$ cat src/rtl/zstack_pkg.sv
package zstack_pkg;

    localparam int INSTR_W = 16;
    localparam int DISP_W  = 8;

    typedef enum logic [7:0] {
        OP_HALT  = 8'h00,
        OP_PUSH  = 8'h01,
        OP_STORE = 8'h02,
        OP_POP   = 8'h03,
        OP_ADD   = 8'h10,
        OP_SUB   = 8'h11,
        OP_MUL   = 8'h12
    } op_e;

    typedef struct packed {
        logic [7:0]        op;
        logic [DISP_W-1:0] disp;
    } instr_t;

    typedef enum logic [2:0] {
        ST_IDLE,
        ST_FETCH,
        ST_EXEC,
        ST_LOAD,
        ST_HALT,
        ST_FAULT
    } state_e;

    function automatic logic op_known(input logic [7:0] op);
        case (op)
            OP_HALT, OP_PUSH, OP_STORE, OP_POP,
            OP_ADD, OP_SUB, OP_MUL: return 1'b1;
            default:                return 1'b0;
        endcase
    endfunction

    function automatic logic op_is_alu(input logic [7:0] op);
        return (op == OP_ADD) || (op == OP_SUB) || (op == OP_MUL);
    endfunction

    function automatic logic op_is_mem(input logic [7:0] op);
        return (op == OP_PUSH) || (op == OP_STORE);
    endfunction

    // number of stack entries an instruction consumes
    function automatic logic [1:0] operands_needed(input logic [7:0] op);
        if (op_is_alu(op))                    return 2'd2;
        if (op == OP_STORE || op == OP_POP)   return 2'd1;
        return 2'd0;
    endfunction

    // signed word offset from a byte displacement
    function automatic logic signed [DISP_W-3:0] disp_words(input logic [DISP_W-1:0] d);
        return $signed(d[DISP_W-1:2]);
    endfunction

endpackage

$ cat src/rtl/zstack_alu.sv
module zstack_alu
    import zstack_pkg::*;
#(
    parameter int DW = 32
) (
    input  logic [7:0]    op,
    input  logic [DW-1:0] below,
    input  logic [DW-1:0] top,
    output logic [DW-1:0] result
);
    always_comb begin
        case (op)
            OP_ADD:  result = below + top;
            OP_SUB:  result = below - top;
            OP_MUL:  result = below * top;
            default: result = '0;
        endcase
    end
endmodule

$ cat src/rtl/zstack_lifo.sv
module zstack_lifo #(
    parameter int DW    = 32,
    parameter int DEPTH = 8
) (
    input  logic                         clk,
    input  logic                         rst,
    input  logic                         clr,
    input  logic                         push,
    input  logic [DW-1:0]                push_data,
    input  logic                         pop,
    input  logic                         fold,
    input  logic [DW-1:0]                fold_data,
    output logic [DW-1:0]                top,
    output logic [DW-1:0]                below,
    output logic [$clog2(DEPTH+1)-1:0]   depth,
    output logic                         full
);
    localparam int CW = $clog2(DEPTH + 1);

    logic [DW-1:0] slot_q [DEPTH];
    logic [CW-1:0] depth_q;

    // one write enable per slot: push fills slot[depth], fold rewrites slot[depth-2]
    for (genvar i = 0; i < DEPTH; i++) begin : g_slot
        logic wr_push, wr_fold;
        assign wr_push = push && (depth_q == CW'(i));
        assign wr_fold = fold && (depth_q == CW'(i + 2));
        always_ff @(posedge clk) begin
            if (rst)          slot_q[i] <= '0;
            else if (wr_push) slot_q[i] <= push_data;
            else if (wr_fold) slot_q[i] <= fold_data;
        end
    end

    always_ff @(posedge clk) begin
        if (rst || clr)       depth_q <= '0;
        else if (push)        depth_q <= depth_q + CW'(1);
        else if (pop || fold) depth_q <= depth_q - CW'(1);
    end

    always_comb begin
        top   = '0;
        below = '0;
        for (int i = 0; i < DEPTH; i++) begin
            if (depth_q == CW'(i + 1)) top   = slot_q[i];
            if (depth_q == CW'(i + 2)) below = slot_q[i];
        end
    end

    assign depth = depth_q;
    assign full  = (depth_q == CW'(DEPTH));
endmodule

$ cat src/rtl/zstack_core.sv
module zstack_core
    import zstack_pkg::*;
#(
    parameter int DW    = 32,
    parameter int DEPTH = 8,
    parameter int IAW   = 8,
    parameter int DAW   = 8
) (
    input  logic               clk,
    input  logic               rst,
    input  logic               start,
    input  logic [DAW-1:0]     sp_base,
    output logic               imem_en,
    output logic [IAW-1:0]     imem_addr,
    input  logic [INSTR_W-1:0] imem_rdata,
    output logic               dmem_re,
    output logic               dmem_we,
    output logic [DAW-1:0]     dmem_addr,
    output logic [DW-1:0]      dmem_wdata,
    input  logic [DW-1:0]      dmem_rdata,
    output logic               done,
    output logic               err
);
    localparam int CW = $clog2(DEPTH + 1);

    state_e         state_q, state_d;
    logic [IAW-1:0] pc_q;
    logic [DAW-1:0] base_q;

    instr_t         ins;
    logic           in_exec, launch, fault;
    logic           lf_push, lf_pop, lf_fold, lf_full;
    logic [DW-1:0]  lf_top, lf_below, alu_y;
    logic [CW-1:0]  lf_depth;

    assign ins     = instr_t'(imem_rdata);
    assign in_exec = (state_q == ST_EXEC);
    assign launch  = start && (state_q == ST_IDLE || state_q == ST_HALT || state_q == ST_FAULT);

    // every rule an instruction can break, decided in its execute cycle
    always_comb begin
        fault = 1'b0;
        if (in_exec) begin
            if (!op_known(ins.op))                                   fault = 1'b1;
            if (lf_depth < CW'(operands_needed(ins.op)))              fault = 1'b1;
            if (ins.op == OP_PUSH && lf_full)                        fault = 1'b1;
            if (op_is_mem(ins.op) && ins.disp[1:0] != 2'b00)         fault = 1'b1;
        end
    end

    assign lf_push = (state_q == ST_LOAD);
    assign lf_pop  = in_exec && !fault && (ins.op == OP_POP);
    assign lf_fold = in_exec && !fault && op_is_alu(ins.op);

    assign imem_en    = (state_q == ST_FETCH);
    assign imem_addr  = pc_q;
    assign dmem_re    = in_exec && !fault && (ins.op == OP_PUSH);
    assign dmem_we    = in_exec && !fault && (ins.op == OP_STORE);
    assign dmem_addr  = base_q + DAW'(disp_words(ins.disp));
    assign dmem_wdata = lf_top;
    assign done       = (state_q == ST_HALT);
    assign err        = (state_q == ST_FAULT);

    always_comb begin
        state_d = state_q;
        case (state_q)
            ST_IDLE, ST_HALT, ST_FAULT: if (start) state_d = ST_FETCH;
            ST_FETCH:                   state_d = ST_EXEC;
            ST_EXEC: begin
                if (fault)                   state_d = ST_FAULT;
                else if (ins.op == OP_HALT)  state_d = ST_HALT;
                else if (ins.op == OP_PUSH)  state_d = ST_LOAD;
                else                         state_d = ST_FETCH;
            end
            ST_LOAD:                    state_d = ST_FETCH;
            default:                    state_d = ST_IDLE;
        endcase
    end

    always_ff @(posedge clk) begin
        if (rst) begin
            state_q <= ST_IDLE;
            pc_q    <= '0;
            base_q  <= '0;
        end else begin
            state_q <= state_d;
            if (launch) begin
                pc_q   <= '0;
                base_q <= sp_base;
            end else if (in_exec) begin
                pc_q <= pc_q + IAW'(1);
            end
        end
    end

    zstack_lifo #(.DW(DW), .DEPTH(DEPTH)) u_lifo (
        .clk       (clk),
        .rst       (rst),
        .clr       (launch),
        .push      (lf_push),
        .push_data (dmem_rdata),
        .pop       (lf_pop),
        .fold      (lf_fold),
        .fold_data (alu_y),
        .top       (lf_top),
        .below     (lf_below),
        .depth     (lf_depth),
        .full      (lf_full)
    );

    zstack_alu #(.DW(DW)) u_alu (
        .op     (ins.op),
        .below  (lf_below),
        .top    (lf_top),
        .result (alu_y)
    );
endmodule

$ cat config.mk
export PLATFORM = sky130hd
export DESIGN_NAME = zstack_core
export DESIGN_NICKNAME = d
export VERILOG_FILES = /design/src/rtl/zstack_pkg.sv /design/src/rtl/zstack_alu.sv /design/src/rtl/zstack_lifo.sv /design/src/rtl/zstack_core.sv
export SDC_FILE = /design/constraint.sdc
export NUM_CORES = 2
export LEC_CHECK = 0
export BUFFER_PORTS_ARGS = -buffer_cell sky130_fd_sc_hd__buf_4
export CAP_MARGIN = 40
export CORE_MARGIN = 8
export CORE_UTILIZATION = 28
export CTS_CLUSTER_SIZE = 25
export DETAILED_ROUTE_END_ITERATION = 7
export MAX_ROUTING_LAYER = met4
export SLEW_MARGIN = 5
export SYNTH_ARGS = -nofsm -noshare
export SYNTH_HDL_FRONTEND = slang
export SYNTH_SLANG_ARGS = --single-unit
$ cat constraint.sdc
create_clock -name clk -period 19.3 [get_ports clk]
set_clock_uncertainty 0.1 [all_clocks]
set_input_delay 1.93 -clock clk [delete_from_list [all_inputs] [get_ports clk]]
set_output_delay 1.93 -clock clk [all_outputs]
set_load 0.005 [all_outputs]
# == Word-level counts from Yosys, hierarchy flattened ==
# Memories as Yosys holds them, arrays and structs flattened.
# Index checks and enable logic that the tools add are counted.
# totals
reg_bits,23
in_bits,59
mem_bits_rw,256
memories,1
# memory_table
memory,depth,width,rd,rd_clocked_by_memory_dff,write_ports,line,text
u_lifo.slot_q,8,32,8,0,8,zstack_lifo.sv:20,logic [DW-1:0] slot_q [DEPTH];
# classes
n_eq_ne,21
reduce_logical,41
bitwise_logic,16
mul,1
magnitude_cmp,1
mux,115
add_sub_neg,6
# ops
cell,count
$mux 32,32
$pmux 32 s3,1
$mux 1,70
$add 32x32->32,1
$mul 32x32->32,1
$sub 32x32->32,1
$eq 8x5->1 const B,3
$logic_and 1x1->1,24
$eq 4x3->1 const B,4
$eq 8x2->1 const B,2
$or 1x1->1,16
$mux 2,6
$pmux 3 s4,1
$mux 3,3
$add 8x1->8 const B,1
$add 8x8->8,1
$eq 4x2->1 const B,2
$eq 4x4->1 const B,2
$eq 8x1->1 const B,1
$logic_not 8->1,1
$logic_or 1x1->1,8
$mux 4,2
$reduce_or 7->1,1
$eq 3x2->1 const B,2
other kinds (13),15

# == Logic depth before layout (Yosys ltp) ==
# logic_depth
depth_word,24
mapped_depth,43
mapped_depth_nobuf,38

# == Modules after synthesis ==
# A second synthesis with hierarchy kept.
# unflattened
cells_unflattened,3632
area_unflattened_um2,34730.8
# by_module_without_submodules
module,instances,area_per_inst_um2,seq_area_each_um2,cells_each
zstack_alu,1,18114.9,0.0,2075
zstack_lifo,1,15297.2,7767.4,1403
zstack_core,1,1318.8,380.4,154

# == Worst setup path before layout ==
# No wires, ideal clock.
# synth_timing
path_type,reg-to-reg
startpoint,reg u_lifo.depth_q[0] (netlist: u_lifo.depth[0])
endpoint,"mem u_lifo.slot_q[1][28] (netlist: u_lifo.slot_q[0][60]), data pin"
setup_ps,282
arrival_ps,9151
t_required_ps,18918
path_buffers,5
slack_ps,9768
stages_incl_launch_ff,38
path_cell_list,dfxtp_1 inv_1 ha_1 buf_6 buf_8 buf_2 a211oi_1 o31ai_1 a221oi_1 clkbuf_1 clkbuf_1 nor2_1 fa_1 inv_1 fa_1 fa_1 fa_1 inv_1 [... 2 more ...] fa_1 inv_1 fa_1 inv_1 ha_1 a21o_1 a21o_1 a21o_1 a21o_1 a21o_1 a21oi_1 o31ai_1 o31ai_1 o21ai_0 nand2_1 o221ai_1 a221oi_1 o21ai_0
# synth_rtl
item,line,text
start: declaration,zstack_lifo.sv:21,logic [CW-1:0] depth_q;
start signal: assignment,zstack_lifo.sv:37,else if (push) depth_q <= depth_q + CW'(1);
start signal: assignment,zstack_lifo.sv:38,else if (pop || fold) depth_q <= depth_q - CW'(1);
end: declaration,zstack_lifo.sv:20,

==> out/metrics.csv <==
metric;value;unit
Seq pwr share;46.2;%
crit path max fanout;67;
Worst-Skew Late Latency;580;ps
Peak Freq;80.8;MHz
WL final;148000;µm
largest net degree at the start of global routing;71;
Power Dens Cells;39.1;nW/µm²
gpl congestion;0.992;
dpl cells;5506;
P_leak;15.8;nW
Min-Delay Path Class;flop to flop;
synth top area cells;fa_1, edfxtp_1, ha_1, nand2_1, inv_1;
Final Non-Filler Cells;5569;
post-synthesis cell count;3887;
Seq/Total Area, Yosys;23.8;%
Net Count, Synth;4525;
htree depth;1;
std cell rows;128;
Clock Pin Slew Worst Setup and Hold Paths;70;ps
first-pass GRT wire length;214000;µm
NetSw;0.382;mW
clock root buffer;clkbuf_16;
final worst slack;6920;ps
mean routed wirelength per cell;26.5;µm
Top delay family on crit path;adder cells;
Setup Slack @ Placement;7340;ps
CP Data Required Time;19490;ps
GRT Residual Overflow;0;
die width;365;µm
Hold Buf Count CTS;0;
Setup-failing EPs final;0;
portion of total power attributed to combinational logic;11.5;%
top-count cell post-synth;nand2_1;
Int Power;1.12;mW
post-synth top area share;24.0;%
Max stage delay on crit path;790;ps
max cap viols;0;
Post-synth ARST share;0;%
largest area contributor in the netlist;fa_1;
Via Count;31435;
number of global-route vias before repair;31600;
CP dominant cell by count;fa_1;
CTS tree;done;
crit path DAT;12570;ps
Yosys cell types;92;
Tcrit/Tclk final;64.1;%
drt pass-1 iters;7;
area delta synth->final;12.5;%
worst hold-check slack;408;ps
final setup TNS;0;ps
switching share of power;25.4;%
die height;365;µm
DRT antenna net count;0;
Detailed Place HPWL;107000;µm
core box area;121000;µm²
slew margin rel.;11.7;%
Top Ports;112;
Clock Power Share;42.3;%
crit path buf inv count;8;
max-slew violations;0;
Fillers;12754;
Num CTS Buffers;29;
cell area after synthesis;34200;µm²
Initial Util;28.2;%
CP Launch Type;flop;
Post-CTS Resized;0;
Clock Tree Buf Depth;3;
commonest cells in the synthesized netlist;nand2_1, inv_1, nor2_1;
worst slew pin tran;1320;ps
Fin. Hold Viols;0;
#FFs+latches synth;279;
Avg Cell Area, Syn;8.79;µm²
Via density;5.64;
antenna violations before repair;5;
crit path capture type;flop;
Synth Warn #;0;
Post-CTS Setup Inserts;0;
share of layout cells above drive strength 1;9.98;%
DIE AREA;134000;µm²
Crit Path Class;flop to flop;
DRC;0;
number of port buffers;111;
prevailing post-synth register cell;edfxtp_1;
Initial DRC Count;4734;
status;finished clean;
R2R Setup Slk;6920;ps
Peak VDD IR;57.7;µV
nets;4553;
CP max stage cell;a221oi_1;
RSZ-0062 raised after global routing;false;
minimum clock period;12380;ps
clock sink total;279;
gr usage total;22.1;%
Post-synth EDFFs;256;
-- power groups by stage --
stage | combinational [mW] | clock (mW) | sequential [mW]
after floorplan | 0.112 | 0 | 0.701
after global placement | 0.168 | 0 | 0.707
after detailed placement | 0.170 | 0 | 0.707
after CTS | 0.171 | 0.636 | 0.694
after global routing | 0.185 | 0.657 | 0.696
final | 0.173 | 0.636 | 0.696
-- logic make-up (layout without fill, tap and decap cells) --
family                     count (synthesis)  in the layout  synth area share (%)
muxes                                     16             16                 0.622
AOI/OAI and AO/OA                        917            917                  17.8
xor gates and xnor gates                 149            149                  3.94
buffers and inverters                    757            807                  8.73
other                                      0              7                     0
DFF                                      279            279                  23.8
and+or+nand+nor                         1190           1190                  14.9
adders and majority gates                579            579                  30.2
-- per-layer routing --
layer  GRT usage [%]  up-vias  part of all wire, %
met2            33.1     2366                   43
met4            12.3        0                  6.9
met3            5.66      632                   13
li1                -    13060                    -
met5               -        -                    0
met1            27.0    15377                   37
-- placed cells by master, fill, tap and decap left out, types with 8 or more instances in the layout --
cell	count
nand2_1	528
inv_1	470
nor2_1	412
fa_1	410
edfxtp_1	256
o21ai_0	253
buf_4	240
a21oi_1	179
ha_1	165
a22o_1	121
xnor2_1	111
a21o_1	41
o22ai_1	36
xor2_1	34
nand3_1	32
o211ai_1	30
and2_1	29
clkbuf_16	29
a22oi_1	28
a31oi_1	28
and3_1	26
o221ai_1	26
nor2b_1	25
nor3_1	25
clkinv_1	24
nand2b_1	22
dfxtp_1	22
or3_1	17
a221oi_1	17
o21a_1	15
nand3b_1	15
o22a_1	14
a211oi_1	14
mux2i_1	10
buf_8	10
o21bai_1	9
nor2_2	8
or2_2	8
nand4_1	8
-- sequential cells by signal, indices dropped and copies added (netlist names) --
name           cells
u_lifo.depth       4
base_q             8
imem_addr          8
state_q            3
u_lifo.slot_q    256
-- area by class of cell --
cell class	instances	area, µm²	share of cell area [%]
clock buffer	33	761	1.98
tap	1625	2030	5.29
timing repair buffer	256	2040	5.30
antenna	7	17.5	0.0455
inverter	498	1870	4.86
sequential	279	8150	21.2
clock inverter	20	289	0.751
multi-input combinational	2851	23300	60.6
-- worst reg2reg max path, delay by kind of cell, from the launching register on --
kind | cells | cell delay [ps]
simple gates | 5 | 1100
compound gates | 9 | 3700
buf+inv | 8 | 2210
flops | 1 | 520
fa+ha+maj | 10 | 4480
-- metrics by stage --
stage / utilization [%] / instance area [µm²] / total power, mW
floorplan: - / 34200 / 0.813
global placement: 30.5 / 37100 / 0.876
detailed placement: 30.8 / 37400 / 0.877
CTS: 31.6 / 38400 / 1.50
global route: 31.7 / 38500 / 1.54
finish: 31.7 / 38500 / 1.50
-- worst paths after layout --
path                                 startpoint                    to  cells after the start
worst min register to register        base_q[6]             base_q[6]                      2
worst min-delay path                  base_q[6]             base_q[6]                      2
worst max-delay path            u_lifo.depth[1]  u_lifo.slot_q[1][28]                     32
worst max register to register  u_lifo.depth[1]  u_lifo.slot_q[1][28]                     32
(Power assumes the default switching activity.)
